**src/rtl/intr_pkg.sv**
```systemverilog
package intr_pkg;
   typedef enum logic [1:0] {
      TRIG_LEVEL     = 2'd0,
      TRIG_EDGE      = 2'd1,
      TRIG_AND_CLEAR = 2'd2
   } trig_e;
endpackage

```
**src/rtl/intr_sync.sv**
```systemverilog
module intr_sync #(
   parameter int WIDTH  = 32,
   parameter int STAGES = 2
) (
   input  logic             clk,
   input  logic             rst_n,
   input  logic [WIDTH-1:0] d_i,
   output logic [WIDTH-1:0] q_o
);
   logic [WIDTH-1:0] stg_q [STAGES];

   for (genvar s = 0; s < STAGES; s++) begin : g_stage
      if (s == 0) begin : g_first
         always_ff @(posedge clk or negedge rst_n)
            if (!rst_n) stg_q[s] <= '0;
            else        stg_q[s] <= d_i;
      end else begin : g_next
         always_ff @(posedge clk or negedge rst_n)
            if (!rst_n) stg_q[s] <= '0;
            else        stg_q[s] <= stg_q[s-1];
      end
   end

   assign q_o = stg_q[STAGES-1];
endmodule

```
**src/rtl/intr_latch.sv**
```systemverilog
module intr_latch
   import intr_pkg::*;
#(
   parameter int    WIDTH = 32,
   parameter trig_e TRIG  = TRIG_EDGE
) (
   input  logic             clk,
   input  logic             rst_n,
   input  logic [WIDTH-1:0] lvl_i,
   input  logic             wr_i,
   input  logic [WIDTH-1:0] wdata_i,
   output logic [WIDTH-1:0] status_o
);
   if (TRIG == TRIG_LEVEL) begin : g_level
      logic unused_wr;
      assign unused_wr = ^{wr_i, wdata_i, clk, rst_n};
      assign status_o  = lvl_i;
   end else if (TRIG == TRIG_EDGE) begin : g_edge
      logic [WIDTH-1:0] prev_q, st_q, rise, clr;
      assign rise = lvl_i & ~prev_q;
      assign clr  = wr_i ? wdata_i : '0;
      always_ff @(posedge clk or negedge rst_n)
         if (!rst_n) begin
            prev_q <= '0;
            st_q   <= '0;
         end else begin
            prev_q <= lvl_i;
            st_q   <= (st_q & ~clr) | rise;
         end
      assign status_o = st_q;

      AST_EDGE_CAPTURE: assert property (@(posedge clk) disable iff (!rst_n)
         1'b1 |=> ((st_q & $past(rise)) == $past(rise)));
      AST_EDGE_ZERO_KEEP: assert property (@(posedge clk) disable iff (!rst_n)
         (wr_i && wdata_i == '0) |=> ((st_q & $past(st_q)) == $past(st_q)));
   end else begin : g_andclr
      logic [WIDTH-1:0] st_q, keep;
      assign keep = wr_i ? wdata_i : '1;
      always_ff @(posedge clk or negedge rst_n)
         if (!rst_n) st_q <= '0;
         else        st_q <= (st_q & keep) | lvl_i;
      assign status_o = st_q;

      AST_ANDCLR_CAPTURE: assert property (@(posedge clk) disable iff (!rst_n)
         1'b1 |=> ((st_q & $past(lvl_i)) == $past(lvl_i)));
      AST_ANDCLR_NO_SET: assert property (@(posedge clk) disable iff (!rst_n)
         1'b1 |=> ((st_q & ~$past(st_q) & ~$past(lvl_i)) == '0));
   end
endmodule

```
**src/rtl/intr_prio.sv**
```systemverilog
module intr_prio #(
   parameter int WIDTH = 32,
   parameter int IDX_W = 5
) (
   input  logic [WIDTH-1:0] pend_i,
   output logic [IDX_W-1:0] idx_o,
   output logic             vld_o
);
   always_comb begin
      idx_o = '0;
      for (int i = WIDTH - 1; i >= 0; i--)
         if (pend_i[i]) idx_o = IDX_W'(i);
   end
   assign vld_o = |pend_i;
endmodule

```
**src/rtl/intr_ctrl.sv**
```systemverilog
module intr_ctrl
   import intr_pkg::*;
#(
   parameter int    NUM_LINES   = 32,
   parameter int    SYNC_STAGES = 2,
   parameter trig_e TRIG        = TRIG_EDGE,
   localparam int   IDX_W       = $clog2(NUM_LINES)
) (
   input  logic                 clk,
   input  logic                 rst_n,
   input  logic [NUM_LINES-1:0] irq_lines_i,
   input  logic                 reg_addr_i,
   input  logic                 reg_we_i,
   input  logic [NUM_LINES-1:0] reg_wdata_i,
   output logic [NUM_LINES-1:0] reg_rdata_o,
   output logic                 irq_o,
   output logic [IDX_W-1:0]     pend_idx_o,
   output logic                 pend_vld_o
);
   localparam logic [NUM_LINES-1:0] ONE = {{(NUM_LINES-1){1'b0}}, 1'b1};

   if (NUM_LINES < 2 || NUM_LINES > 64) begin : g_bad_lines
      $error("intr_ctrl: NUM_LINES must lie in 2..64");
   end
   if (SYNC_STAGES < 2) begin : g_bad_sync
      $error("intr_ctrl: SYNC_STAGES must be at least 2");
   end

   logic [NUM_LINES-1:0] lvl, status, mask_q, gated, rdata_q;
   logic                 irq_q;

   intr_sync #(.WIDTH(NUM_LINES), .STAGES(SYNC_STAGES)) u_sync (
      .clk(clk), .rst_n(rst_n), .d_i(irq_lines_i), .q_o(lvl));

   intr_latch #(.WIDTH(NUM_LINES), .TRIG(TRIG)) u_latch (
      .clk(clk), .rst_n(rst_n), .lvl_i(lvl),
      .wr_i(reg_we_i && reg_addr_i), .wdata_i(reg_wdata_i), .status_o(status));

   assign gated = status & mask_q;

   intr_prio #(.WIDTH(NUM_LINES), .IDX_W(IDX_W)) u_prio (
      .pend_i(gated), .idx_o(pend_idx_o), .vld_o(pend_vld_o));

   always_ff @(posedge clk or negedge rst_n)
      if (!rst_n) begin
         mask_q  <= '0;
         rdata_q <= '0;
         irq_q   <= 1'b0;
      end else begin
         if (reg_we_i && !reg_addr_i) mask_q <= reg_wdata_i;
         rdata_q <= reg_addr_i ? status : mask_q;
         irq_q   <= |gated;
      end

   assign reg_rdata_o = rdata_q;
   assign irq_o       = irq_q;

   AST_MASK_WRITE: assert property (@(posedge clk) disable iff (!rst_n)
      (reg_we_i && !reg_addr_i) |=> (mask_q == $past(reg_wdata_i)));
   AST_IRQ_GATED: assert property (@(posedge clk) disable iff (!rst_n)
      (mask_q == '0) |=> !irq_o);
   AST_IDX_PENDING: assert property (@(posedge clk) disable iff (!rst_n)
      pend_vld_o |-> gated[pend_idx_o]);
   AST_IDX_LOWEST: assert property (@(posedge clk) disable iff (!rst_n)
      pend_vld_o |-> ((gated & ((ONE << pend_idx_o) - ONE)) == '0));
   AST_IDLE_ZERO: assert property (@(posedge clk) disable iff (!rst_n)
      !pend_vld_o |-> (gated == '0 && pend_idx_o == '0));
endmodule

```
**config.mk**
```make
export PLATFORM = sky130hd
export DESIGN_NAME = intr_ctrl
export DESIGN_NICKNAME = d
export VERILOG_FILES = /design/src/rtl/intr_pkg.sv /design/src/rtl/intr_sync.sv /design/src/rtl/intr_latch.sv /design/src/rtl/intr_prio.sv /design/src/rtl/intr_ctrl.sv
export SDC_FILE = /design/constraint.sdc
export NUM_CORES = 1
export LEC_CHECK = 0
export ABC_AREA = 1
export BUFFER_PORTS_ARGS = -buffer_cell sky130_fd_sc_hd__buf_2
export CELL_PAD_IN_SITES_DETAIL_PLACEMENT = 0
export CELL_PAD_IN_SITES_GLOBAL_PLACEMENT = 2
export CORE_ASPECT_RATIO = 0.5
export CORE_MARGIN = 4
export CORE_UTILIZATION = 30
export DETAILED_ROUTE_END_ITERATION = 8
export GPL_TIMING_DRIVEN = 0
export HOLD_SLACK_MARGIN = 0.03
export MAX_ROUTING_LAYER = met4
export PLACE_DENSITY_LB_ADDON = 0.1
export SETUP_SLACK_MARGIN = 0.02
export SLEW_MARGIN = 20
export SYNTH_ARGS = -nofsm -noshare
export SYNTH_HDL_FRONTEND = slang
export SYNTH_SLANG_ARGS = --single-unit
```
**constraint.sdc**
```tcl
create_clock -name clk -period 2 [get_ports clk]
set_clock_uncertainty 0.1 [all_clocks]
set_input_delay 0.3 -clock clk [delete_from_list [all_inputs] [get_ports clk]]
set_output_delay 0.3 -clock clk [all_outputs]
set_load 0.005 [all_outputs]
```
# After elaboration in Yosys (flattened, before gate mapping)
# Cells that the tools add are included.
[classes] add_sub_neg=0 n_mul=0 div=0 n_lt_le_gt_ge=0 n_eq_ne=0 shifts=0 mux=34 bitwise_logic=6 reduce_logical=4
[ops] operator="5-bit 2-to-1 mux" n=32
[ops] operator="32-bit bitwise AND" n=3
[ops] operator="32-bit 2-to-1 mux" n=2
[ops] operator="32-bit NOT" n=2
[ops] operator="32-bit OR" n=1
[ops] operator="32-bit OR reduction" n=1
[ops] operator="1-bit logical AND" n=2
[ops] operator="1-bit zero test" n=1
[word_totals] register_bits=193 latch_bits=0 ram_bits=0 rom_bits=0 in_bits=68 n_memories=0

# Depth between registers and ports, before layout
[logic_depth] depth_word=33 ltp_mapped=32 mapped_depth_nobuf=32

# Hierarchy
# From an unflattened synthesis, not the netlist that was laid out.
[hier_totals] cells_unflattened=732 hier_area_um2=7459.7
[by_module_without_submodules] module="intr_ctrl" instances=1 cells_per_inst=302 area_each_um2=2911.5 seq_area_each_um2=1626.6
[by_module_without_submodules] module="intr_latch" instances=1 cells_per_inst=227 area_each_um2=2235.9 seq_area_each_um2=1601.5
[by_module_without_submodules] module="intr_sync" instances=1 cells_per_inst=96 area_each_um2=1841.8 seq_area_each_um2=1601.5
[by_module_without_submodules] module="intr_prio" instances=1 cells_per_inst=107 area_each_um2=470.5 seq_area_each_um2=0.0

# Least setup slack after synthesis
# Ideal clock, no wire load.
[synth_timing] path_type="register to output" from="register u_latch.g_edge.st_q[30], in the netlist u_latch.status_o[30]" to="output port pend_idx_o[0]" t_arrival_ns=1.792 required_ns=1.600 path_slack_ns=-0.192 path_stages_with_launch=32 cell_sequence="dfrtp_1 nand2_1 nand2_1 nand2_1 nand2_1 nand2_1 nand2_1 nand2_1 nand2_1 nand2_1 nand2_1 nand2_1 nand2_1 nand2_1 nand2_1 nand2_1 nand2_1 nand2_1 nand2_1 nand2_1 nand2_1 nand2_1 nand2_1 nand2_1 nand2_1 nand2_1 nand2_1 nand2_1 nand2_1 nand2_1 nand2_1 a21oi_2"
[synth_via] elab_chain_cells=32
[synth_rtl] element="start, declared" line_no="intr_latch.sv:19" source="logic [WIDTH-1:0] prev_q, st_q, rise, clr;"
[synth_rtl] element="start signal, assigned" line_no="intr_latch.sv:28" source="st_q <= (st_q & ~clr) | rise;"
[synth_rtl] element="32-bit bitwise AND" line_no="intr_ctrl.sv:39" source="assign gated = status & mask_q;"
[synth_rtl] element="5-bit 2-to-1 mux (31 in series)" line_no="intr_prio.sv:12" source="if (pend_i[i]) idx_o = IDX_W'(i);"
[synth_rtl] element="end, declared" line_no="intr_ctrl.sv:17" source="output logic [IDX_W-1:0] pend_idx_o,"
# Every way passes these cells.

# Worst setup path in the final report
[layout_timing] from="register mask_q[30]" to="output port pend_idx_o[0]"
[layout_via] elab_chain_cells=32
[layout_rtl] element="start, declared" line_no="intr_ctrl.sv:29" source="logic [NUM_LINES-1:0] lvl, status, mask_q, gated, rdata_q;"
[layout_rtl] element="start signal, assigned" line_no="intr_ctrl.sv:50" source="if (reg_we_i && !reg_addr_i) mask_q <= reg_wdata_i;"
[layout_rtl] element="32-bit bitwise AND" line_no="intr_ctrl.sv:39"
[layout_rtl] element="5-bit 2-to-1 mux (31 in series)" line_no="intr_prio.sv:12"
# Every way passes these cells.

==> summary.md <==
| Metric | Value |
|---|---|
| Critical Path Start Type | `flop` |
| Die area | `24700 um2` |
| Initial core utilization | `0.306` |
| Congestion Overflow GR | `0` |
| Crit Path Class | `reg -> out` |
| Post-synth net total | `683` |
| Routed wire per std cell | `13.6 um` |
| Gpl congestion | `0.725` |
| Final hold vios | `0` |
| Die Span X | `218 um` |
| CTS clk-pin slew, worst paths | `0.07 ns` |
| Dpl cells | `1022` |
| Pleak | `4.50 nW` |
| CTS tree | `built` |
| Gr usage total | `0.138` |
| Synth Cell Area | `6640 um2` |
| ANT cells | `0` |
| Clk Latency, worst-skew pair | `0.44 ns` |
| Most used cell, CP | `nand2_1` |
| Initial drt markers | `256` |
| I/O Buffers | `105` |
| # IOs | `107` |
| TritonRoute pass-1 iters | `4` |
| First-pass GRT wire length | `25.5 mm` |
| Worst EP required | `1.60 ns` |
| Max clock buf depth | `2` |
| Slowest stage cell, crit path | `dfrtp_1` |
| Slew Limit Fails | `0` |
| PwrDens | `994 nW/um2` |
| Via/cell ratio | `4.12` |
| Arr. time, crit path | `2.66 ns` |
| Cell depth of the worst flop-to-flop path | `6` |
| Core area | `21700 um2` |
| NumNets Final | `884` |
| Synth Instances | `615` |
| Max transition margin | `0.506` |
| Hold Worst Slack | `0.0438 ns` |
| Vias in the first global route | `4837` |
| Worst slack at placement | `-0.717 ns` |
| Std-Cell Rows | `38` |
| HPWL after detailed placement | `10.4 mm` |
| Worst Tran Pin Value | `0.741 ns` |
| Sequential area share after synthesis | `0.727` |
| Final core occ | `0.416` |
| RSZ-0062 raised after global routing | `true` |
| Routed WL | `15.3 mm` |
| ANT nets after route | `0` |
| Setup_tns | `-2.08 ns` |
| Design area | `9050 um2` |
| Yosys warns | `0` |
| # H-tree levels | `4` |
| Remaining DRCs | `0` |
| Final worst slack | `-1.06 ns` |
| Endpoint type of the worst setup path | `primary output` |
| Share of post-route cells with drive strength above 1 | `0.248` |
| Worst min path class | `in -> reg` |
| Synthesis-to-layout area growth | `36.2%` |
| Maxcap violations | `0` |
| Layout Cells excl Fill | `1129` |
| Initial antenna violation count | `0` |
| Via count | `4649` |
| Failing checks | `negative setup slack` |
| Final setup violation count | `5` |
| Largest net degree at the start of global routing | `79` |
| Final period util | `1.53` |
| Yosys cell types | `15` |
| Fmax achieved | `326 MHz` |
| CTS sink cnt | `193` |
| CTS root buf | `clkbuf_16` |
| Status | `complete, but fails checks` |
| Die Height | `113 um` |
| Synth Register Bits | `193` |
| DP Area | `7610 um2` |
| Syn avg cell area | `10.8 um2` |
| Max IR drop VDD | `0.536 mV` |
| Worst hold path depth | `3` |
| Max incr delay on CP | `0.40 ns` |
| Min Tclk post-route | `3.06 ns` |
| Worst-path fanout max | `3` |
| Overall power | `8.99 mW` |
| Inserted Clock Buffers | `17` |
sequential cells by signal, summed over array words and instances (netlist names):
signal,flops
u_latch.status_o,32
reg_rdata_o,32
irq_o,1
mask_q,32
u_latch.g_edge.prev_q,32
u_sync.q_o,32
u_sync.stg_q,32
timing repair:
item | in CTS | in global routing
resized for setup | 16 | 31
buffers inserted | 12 | 5
hold endpoints to repair | 104 | 0
hold buffers | 58 | 0
setup endpoints to repair | 6 | 6
pin swaps | 6 | 8
layout by cell type, fill, tap and decap left out, drive strengths merged:
master       netlist  final
o31ai              1      1
a21oi              1      1
inv               67     74
a31oi              3      3
bufinv             0      1
nor2              20     20
a21boi             1      1
clkbuf            16     33
o21bai             1      1
buf                0    124
dlygate4sd3        0     58
nand2            215    215
dfrtp            193    193
clkinvlp           0      2
clkinv             0      5
nor3               1      1
o21ai             96     96
cells in the mapped netlist:
master    count  area share
inv_2         1     0.00056
clkbuf_1     16      0.0090
o21bai_1      1      0.0011
o21ai_1      92       0.069
nand2_1     204        0.12
a31oi_1       3      0.0028
dfrtp_1     193        0.73
o21ai_0       4      0.0030
nand2_4      11       0.019
nor2_1       20       0.011
inv_1        66       0.037
a21oi_2       1      0.0013
nor3_1        1     0.00075
o31ai_1       1      0.0011
a21boi_1      1      0.0011
worst max-delay path, delay by kind of cell, from the launching register on:
family,cells,cell delay [ns]
AOI/OAI and AO/OA,1,0.12
and+or+nand+nor,30,1.56
DFF,1,0.40
buffers and inverters,1,0.12
path summary, 6_finish.rpt:
check / startpoint / endpoint / slack (ns)
max: mask_q[30] / pend_idx_o[0] / -1.06
max in group asynchronous: rst_n / u_latch.status_o[9] / 0.49
min reg2reg: u_sync.stg_q[46] / u_sync.q_o[14] / 0.25
min: reg_wdata_i[20] / mask_q[20] / 0.04
min in group asynchronous: rst_n / u_latch.status_o[27] / 0.25
max reg2reg: mask_q[22] / irq_o / 0.72
metal layers:
| metal | share of wire | routed length, um | GRT usage |
|---|---|---|---|
| met5 | 0 | 0 | - |
| met4 | 0.015 | 234 | 0.0442 |
| met3 | 0.034 | 528 | 0.0327 |
| met2 | 0.45 | 6950 | 0.206 |
| met1 | 0.50 | 7590 | 0.187 |
cell type report:
type	count	area, um2
Buffer	16	60.1
Clock buffer	17	425
Clock inverter	15	150
Fill cell	2195	12700
Inverter	67	251
Multi-Input combinational cell	339	1650
Sequential cell	193	4830
Tap cell	300	375
Timing Repair Buffer	182	1310
cells by family after synthesis:
kind of cell / synth area share
simple gates: 0.146
compound gates: 0.0799
buf+inv: 0.0469
flops: 0.727
where the power goes:
part           switching, mW  leakage [nW]  internal, mW
Clock                   1.61         0.280          1.76
Sequential             0.192          2.23          4.23
Combinational          0.664          1.99         0.531
No activity file was read; power rests on OpenSTA's default activity.
